File: src/rtl/audio_ser_tx.sv
module audio_ser_tx #(
  parameter int CLK_DIV = 2
) (
  input  logic        clk,
  input  logic        rst_n,
  input  logic        cfg_master,
  input  logic        cfg_rate32,
  input  logic        cfg_edge,
  input  logic [1:0]  cfg_wlen,
  input  logic [1:0]  cfg_mode,
  input  logic        cfg_nodelay,
  input  logic        cfg_pol,
  input  logic        in_valid,
  output logic        in_ready,
  input  logic [31:0] in_left,
  input  logic [31:0] in_right,
  input  logic        bclk_i,
  input  logic        fclk_i,
  output logic        bclk_o,
  output logic        fclk_o,
  output logic        clk_oe,
  output logic        sd_o,
  output logic        cfg_err,
  output logic        underrun
);
  localparam int DIV_W = (CLK_DIV > 1) ? $clog2(CLK_DIV) : 1;
  localparam logic [1:0] M_RJ  = 2'd1;
  localparam logic [1:0] M_PCM = 2'd2;

  logic       master_q, rate32_q, edge_q, nodelay_q, pol_q;
  logic [1:0] wlen_q, mode_q;

  always_ff @(posedge clk or negedge rst_n)
    if (!rst_n) begin
      master_q  <= 1'b0;
      rate32_q  <= 1'b0;
      edge_q    <= 1'b0;
      nodelay_q <= 1'b0;
      pol_q     <= 1'b0;
      wlen_q    <= 2'd1;
      mode_q    <= 2'd0;
    end else begin
      master_q  <= cfg_master;
      rate32_q  <= cfg_rate32;
      edge_q    <= cfg_edge;
      nodelay_q <= cfg_nodelay;
      pol_q     <= cfg_pol;
      wlen_q    <= cfg_wlen;
      mode_q    <= cfg_mode;
    end

  logic       is_rj, is_pcm;
  logic [6:0] frame_len, half_len, wbits, dly;

  assign is_rj     = (mode_q == M_RJ);
  assign is_pcm    = (mode_q == M_PCM);
  assign frame_len = rate32_q ? 7'd32 : 7'd64;
  assign half_len  = rate32_q ? 7'd16 : 7'd32;
  assign dly       = (is_rj || nodelay_q) ? 7'd0 : 7'd1;

  always_comb
    case (wlen_q)
      2'd0:    wbits = 7'd32;
      2'd1:    wbits = 7'd24;
      2'd2:    wbits = 7'd20;
      default: wbits = 7'd16;
    endcase

  assign cfg_err = (mode_q == 2'd3)
                || (rate32_q && !wlen_q[1])
                || (is_rj && (rate32_q || wlen_q == 2'd0))
                || (is_pcm && rate32_q && wlen_q == 2'd2);

  logic run_q;
  always_ff @(posedge clk or negedge rst_n)
    if (!rst_n) run_q <= 1'b0;
    else        run_q <= 1'b1;

  logic [DIV_W-1:0] div_q;
  logic             bclk_q, div_hit;

  assign div_hit = (div_q == DIV_W'(CLK_DIV - 1));

  always_ff @(posedge clk or negedge rst_n)
    if (!rst_n) begin
      div_q  <= '0;
      bclk_q <= 1'b0;
    end else if (run_q && master_q) begin
      if (div_hit) begin
        div_q  <= '0;
        bclk_q <= ~bclk_q;
      end else begin
        div_q <= div_q + 1'b1;
      end
    end

  logic [1:0] bsync_q, fsync_q;
  logic       bslv_q;

  always_ff @(posedge clk or negedge rst_n)
    if (!rst_n) begin
      bsync_q <= 2'b00;
      fsync_q <= 2'b00;
      bslv_q  <= 1'b0;
    end else begin
      bsync_q <= {bsync_q[0], bclk_i};
      fsync_q <= {fsync_q[0], fclk_i};
      bslv_q  <= bsync_q[1];
    end

  logic mst_tick, slv_tick, tick;
  assign mst_tick = run_q && master_q && div_hit && (~bclk_q == edge_q);
  assign slv_tick = run_q && !master_q && (bsync_q[1] != bslv_q) && (bsync_q[1] == edge_q);
  assign tick     = mst_tick || slv_tick;

  logic [5:0] pos_q, pos_inc, pos_nxt;
  logic       was_start_q, at_start, realign, load;

  assign pos_inc  = ({1'b0, pos_q} >= frame_len - 7'd1) ? 6'd0 : pos_q + 6'd1;
  assign at_start = (fsync_q[1] == (is_pcm ? 1'b1 : pol_q));
  assign realign  = !master_q && at_start && !was_start_q;
  assign pos_nxt  = realign ? 6'd0 : pos_inc;
  assign load     = tick && (pos_nxt == dly[5:0]);

  always_ff @(posedge clk or negedge rst_n)
    if (!rst_n) begin
      pos_q       <= 6'h3F;
      was_start_q <= 1'b1;
    end else if (tick) begin
      pos_q       <= pos_nxt;
      was_start_q <= at_start;
    end

  logic [31:0] act_l, act_r, hold_l, hold_r;
  logic        hold_v;

  assign in_ready = !hold_v;

  always_ff @(posedge clk or negedge rst_n)
    if (!rst_n) begin
      act_l    <= '0;
      act_r    <= '0;
      hold_l   <= '0;
      hold_r   <= '0;
      hold_v   <= 1'b0;
      underrun <= 1'b0;
    end else begin
      underrun <= load && !hold_v;
      if (load && hold_v) begin
        act_l <= hold_l;
        act_r <= hold_r;
      end
      if (in_valid && !hold_v) begin
        hold_v <= 1'b1;
        hold_l <= in_left;
        hold_r <= in_right;
      end else if (load) begin
        hold_v <= 1'b0;
      end
    end

  logic [6:0] q, slot_pos, wstart;
  logic [4:0] idx;
  logic       chan, in_frame, bit_v;

  always_comb begin
    q        = {1'b0, pos_q} + frame_len - dly;
    if (q >= frame_len) q = q - frame_len;
    chan     = 1'b0;
    slot_pos = q;
    wstart   = 7'd0;
    in_frame = ({1'b0, pos_q} < frame_len);
    idx      = 5'd0;
    bit_v    = 1'b0;
    if (is_pcm) begin
      chan     = (q >= wbits);
      slot_pos = chan ? q - wbits : q;
      in_frame = in_frame && (q < {wbits[5:0], 1'b0});
    end else begin
      chan     = (q >= half_len);
      slot_pos = chan ? q - half_len : q;
      wstart   = is_rj ? half_len - wbits : 7'd0;
    end
    if (in_frame && slot_pos >= wstart && slot_pos < wstart + wbits) begin
      idx   = 5'(wbits - 7'd1 - (slot_pos - wstart));
      bit_v = chan ? act_r[idx] : act_l[idx];
    end
  end

  assign sd_o   = bit_v && !cfg_err;
  assign clk_oe = master_q;
  assign bclk_o = master_q && bclk_q;
  assign fclk_o = master_q && (is_pcm ? (pos_q == 6'd0)
                                      : (({1'b0, pos_q} >= half_len) ^ pol_q));
endmodule

File: config.mk
export PLATFORM = sky130hd
export DESIGN_NAME = audio_ser_tx
export DESIGN_NICKNAME = d
export VERILOG_FILES = /design/src/rtl/audio_ser_tx.sv
export SDC_FILE = /design/constraint.sdc
export NUM_CORES = 1
export LEC_CHECK = 0
export ABC_AREA = 1
export CAP_MARGIN = 30
export CORE_MARGIN = 8
export CORE_UTILIZATION = 40
export CTS_CLUSTER_SIZE = 24
export DETAILED_ROUTE_END_ITERATION = 8
export GPL_ROUTABILITY_DRIVEN = 0
export GPL_TIMING_DRIVEN = 0
export HOLD_SLACK_MARGIN = 0.02
export MAX_ROUTING_LAYER = met4
export SETUP_SLACK_MARGIN = 0.3
export SYNTH_ARGS = -nofsm -noshare
export SYNTH_HDL_FRONTEND = slang
export SYNTH_SLANG_ARGS = --single-unit
File: constraint.sdc
create_clock -name clk -period 6.9 [get_ports clk]
set_clock_uncertainty 0.15 [all_clocks]
set_input_delay 1.38 -clock clk [delete_from_list [all_inputs] [get_ports clk]]
set_output_delay 1.38 -clock clk [all_outputs]
set_load 0.02 [all_outputs]
==> results by group <==
Timing
  – TNS Setup: -529 ps
  – Max transition margin: 53.7%
  – Final hold violations: 0
  – Achievable frequency: 0.135 GHz
  – Final Cycle Share: 108%
  – Final setup viols: 1
  – Unrepaired setup endpoints after global routing: true
  – Slew @ Worst Pin: 694 ps
  – Final Max Tran Viols: 0
  – Final period demand of the worst path: 7430 ps
  – Post-route setup slack: -529 ps

Critical path
  – Kind of end point of the critical path: output port
  – Critical path arrival: 5900 ps
  – R2R Path Start: mode_q[0]
  – Worst Path Required: 5370 ps
  – Worst Path Max Fanout: 7
  – Register-to-register setup slack: 3760 ps
  – CP max-delay cell: fa_1
  – Worst path max stage delay: 470 ps
  – Startpoint types: register
  – FF-to-FF End: act_l[22]
  – R2R cell count: 17
  – CP dominant cell by count: nor2_4
  – Critical path class: reg -> out

CTS
  – Total CTS buffers: 17
  – Root Buffer: clkbuf_16
  – Clk Latency, worst-skew pair: 430 ps
  – H-tree Lvls: 4
  – CTS tree: yes
  – Maximum clock insertion buffer count: 2
  – Clock transition at path regs: 70 ps
  – Total clock sinks: 154

Flow run
  – Maxcap violations: 0

Synth
  – Post-synth EDFFs: 0
  – Distinct cells, synth: 43
  – Syn nets: 991
  – Post-synth top cells: nand2_1 (226), dfrtp_1 (146), inv_1 (83)
  – Adder-cell share of the synthesized area: 8.92%
  – Mux cell area share after synthesis: 9.11%
  – Main synth FF type: dfrtp_1
  – Cell with the most instances after synthesis: nand2_1
  – Share of the synthesized area in the top cell type: 45.5%
  – Yosys reg bits: 154
  – Simple-Gate Fraction of Synth Area: 16.5%
  – Largest family of logic cells by synthesized area: simple AND/OR/NAND/NOR gates
  – Avg Inst Size Synth: 9.33 sq um
  – Sequential fraction of the synthesis area: 48.2%
  – Gate count of the mapped netlist: 860
  – Post-synth ARST share: 100%
  – Leading post-synthesis cells by cell area: dfrtp_1 (46%), nand2_1 (11%), mux2_2 (9.0%), ha_1 (7.2%), o21ai_0 (4.0%)
  – Ys Warns: 0
  – Synthesized area: 0.00802 sq mm
  – Post-synthesis compound-gate area fraction: 9.37%
  – Synth area leader: dfrtp_1
  – Post-synthesis xor/xnor area fraction: 1.73%

Pwr
  – Peak supply drop: 284 uV
  – Pleak: 4.95 nW
  – Power Density: 561 mW/mm^2
  – Final Power: 5.88 mW

Worst hold path
  – Hold Path Depth: 0
  – Hold_sp: fsync_q[0]
  – Hold Path End: fsync_q[1]
  – Worst hold path type: reg -> reg

Outcome
  – Status: complete, but fails checks
  – Failing checks: negative setup slack

Route
  – Met2 wire len: 9860 microns
  – Final ANT Viol Nets: 0
  – Top Metal Used: met4
  – Via count: 6,408
  – Drt first pass iters: 5
  – WL final: 20,100 microns
  – Via-to-Cell Ratio: 4.96
  – Starting DRT DRC Count: 371
  – Avg WL per Cell: 15.5 microns
  – Met1 wire length: 9030 microns
  – Metal3 WL: 794 microns
  – DRC: 0

Global routing
  – Largest net degree at the start of global routing: 82
  – Initial antenna violation count: 0
  – Total track usage: 17.5%
  – First-pass GRT wire length: 33,000 microns
  – Global route total overflow: 0
  – Number of global-route vias before repair: 6,626

Cells and area
  – # fillers: 1,854
  – Nets: 1,141
  – Fraction of layout cells with a size suffix above 1: 22.4%
  – Antenna diode count: 0
  – Final Core Density: 52.4%
  – Area Overhead vs Synth: 30.5%

Floorplan
  – Full die area: 0.0248 sq mm
  – CORE AREA: 0.0200 sq mm
  – Top Ports: 85
  – Die width: 158 microns
  – Num rows: 52
  – Initial cell density of the core: 40.2%
  – Die Height: 158 microns

Placed design
  – I/O Buffers: 84
  – Setup Slack @ Placement: -1100 ps
  – Dpl hpwl: 14,200 microns
==> where the power goes <==
part | switching (mW) | internal (mW) | total (mW)
sequential | 0.208 | 1.28 | 1.49
clock | 0.407 | 0.591 | 0.998
combinational | 1.89 | 1.49 | 3.39
total | 2.51 | 3.37 | 5.88
==> cells by family after synthesis <==
family / Yosys count
simple gates: 316
flops: 154
compound gates: 136
buf+inv: 120
mux: 65
fa+ha+maj: 53
xor+xnor: 15
other cells: 1
==> worst max path at each step <==
stage               depth (start not counted)  slack, ps  endpoint       from
finish                                     36       -530      sd_o  mode_q[0]
global route                               36       -830      sd_o  mode_q[0]
CTS                                        36       -480      sd_o  mode_q[0]
detailed placement                         36      -1100      sd_o  mode_q[0]
global placement                            1      -2120   div_hit      rst_n
floorplan                                  35        200      sd_o  mode_q[0]
==> worst max-delay path: cells and delay by family, from the launching register on <==
family,cells,cell delay [ps]
buffers and inverters,6,600
adders and majority gates,6,1630
DFF,1,390
AOI/OAI and AO/OA,6,690
xor gates and xnor gates,1,240
and+or+nand+nor,16,1610
muxes,1,270
==> metrics by stage <==
step	hold slack, ps	instance area [sq um]	instances
after CTS	204	10300	1282
after floorplan	181	8150	860
after global placement	184	9330	1214
after global routing	217	10500	1293
final	201	10500	1293
after detailed placement	189	9350	1215
==> layout make-up <==
cell class | instances | area [sq um] | share of cell area [%]
Timing Repair Buffer | 131 | 1220 | 11.7
Clock inverter | 13 | 181 | 1.73
Tap cell | 270 | 338 | 3.23
Multi-Input combinational cell | 586 | 3900 | 37.2
Buffer | 31 | 179 | 1.71
Clock buffer | 19 | 443 | 4.23
Sequential cell | 154 | 3860 | 36.9
Inverter | 89 | 347 | 3.31
==> placed cells by master, fill, tap and decap left out, types with 11 or more instances in the layout <==
| cell | synthesis | layout |
|---|---|---|
| a21oi_1 | 42 | 38 |
| nor2_1 | 33 | 24 |
| buf_2 | 11 | 11 |
| clkbuf_16 | 0 | 17 |
| nand3_1 | 27 | 26 |
| buf_4 | 1 | 46 |
| nand2_1 | 226 | 221 |
| inv_1 | 83 | 79 |
| a31oi_1 | 12 | 11 |
| clkbuf_1 | 15 | 15 |
| mux2_2 | 64 | 64 |
| clkdlybuf4s50_1 | 0 | 82 |
| dfrtp_1 | 146 | 145 |
| ha_1 | 46 | 41 |
| o21ai_0 | 64 | 62 |
==> registers in the layout (all words and copies together) (netlist names), 2 cells and up <==
signal   flops
act_r       32
mode_q       2
bsync_q      2
wlen_q       2
pos_q        6
fsync_q      2
act_l       32
hold_r      32
hold_l      32
==> repair_timing <==
| action | CTS | global route |
|---|---|---|
| setup buffers | 35 | 11 |
| endpoints found under the setup margin | 1 | 1 |
| hold buffers | 0 | 0 |
| resized for setup | 18 | 21 |
| pin swaps | 21 | 20 |
==> metal layers <==
layer | up-vias | GRT usage [%]
met3 | 29 | 3.30
met2 | 148 | 27.8
li1 | 3130 | -
met5 | - | -
met4 | 0 | 6.71
met1 | 3101 | 22.0
(Power assumes the default switching activity.)
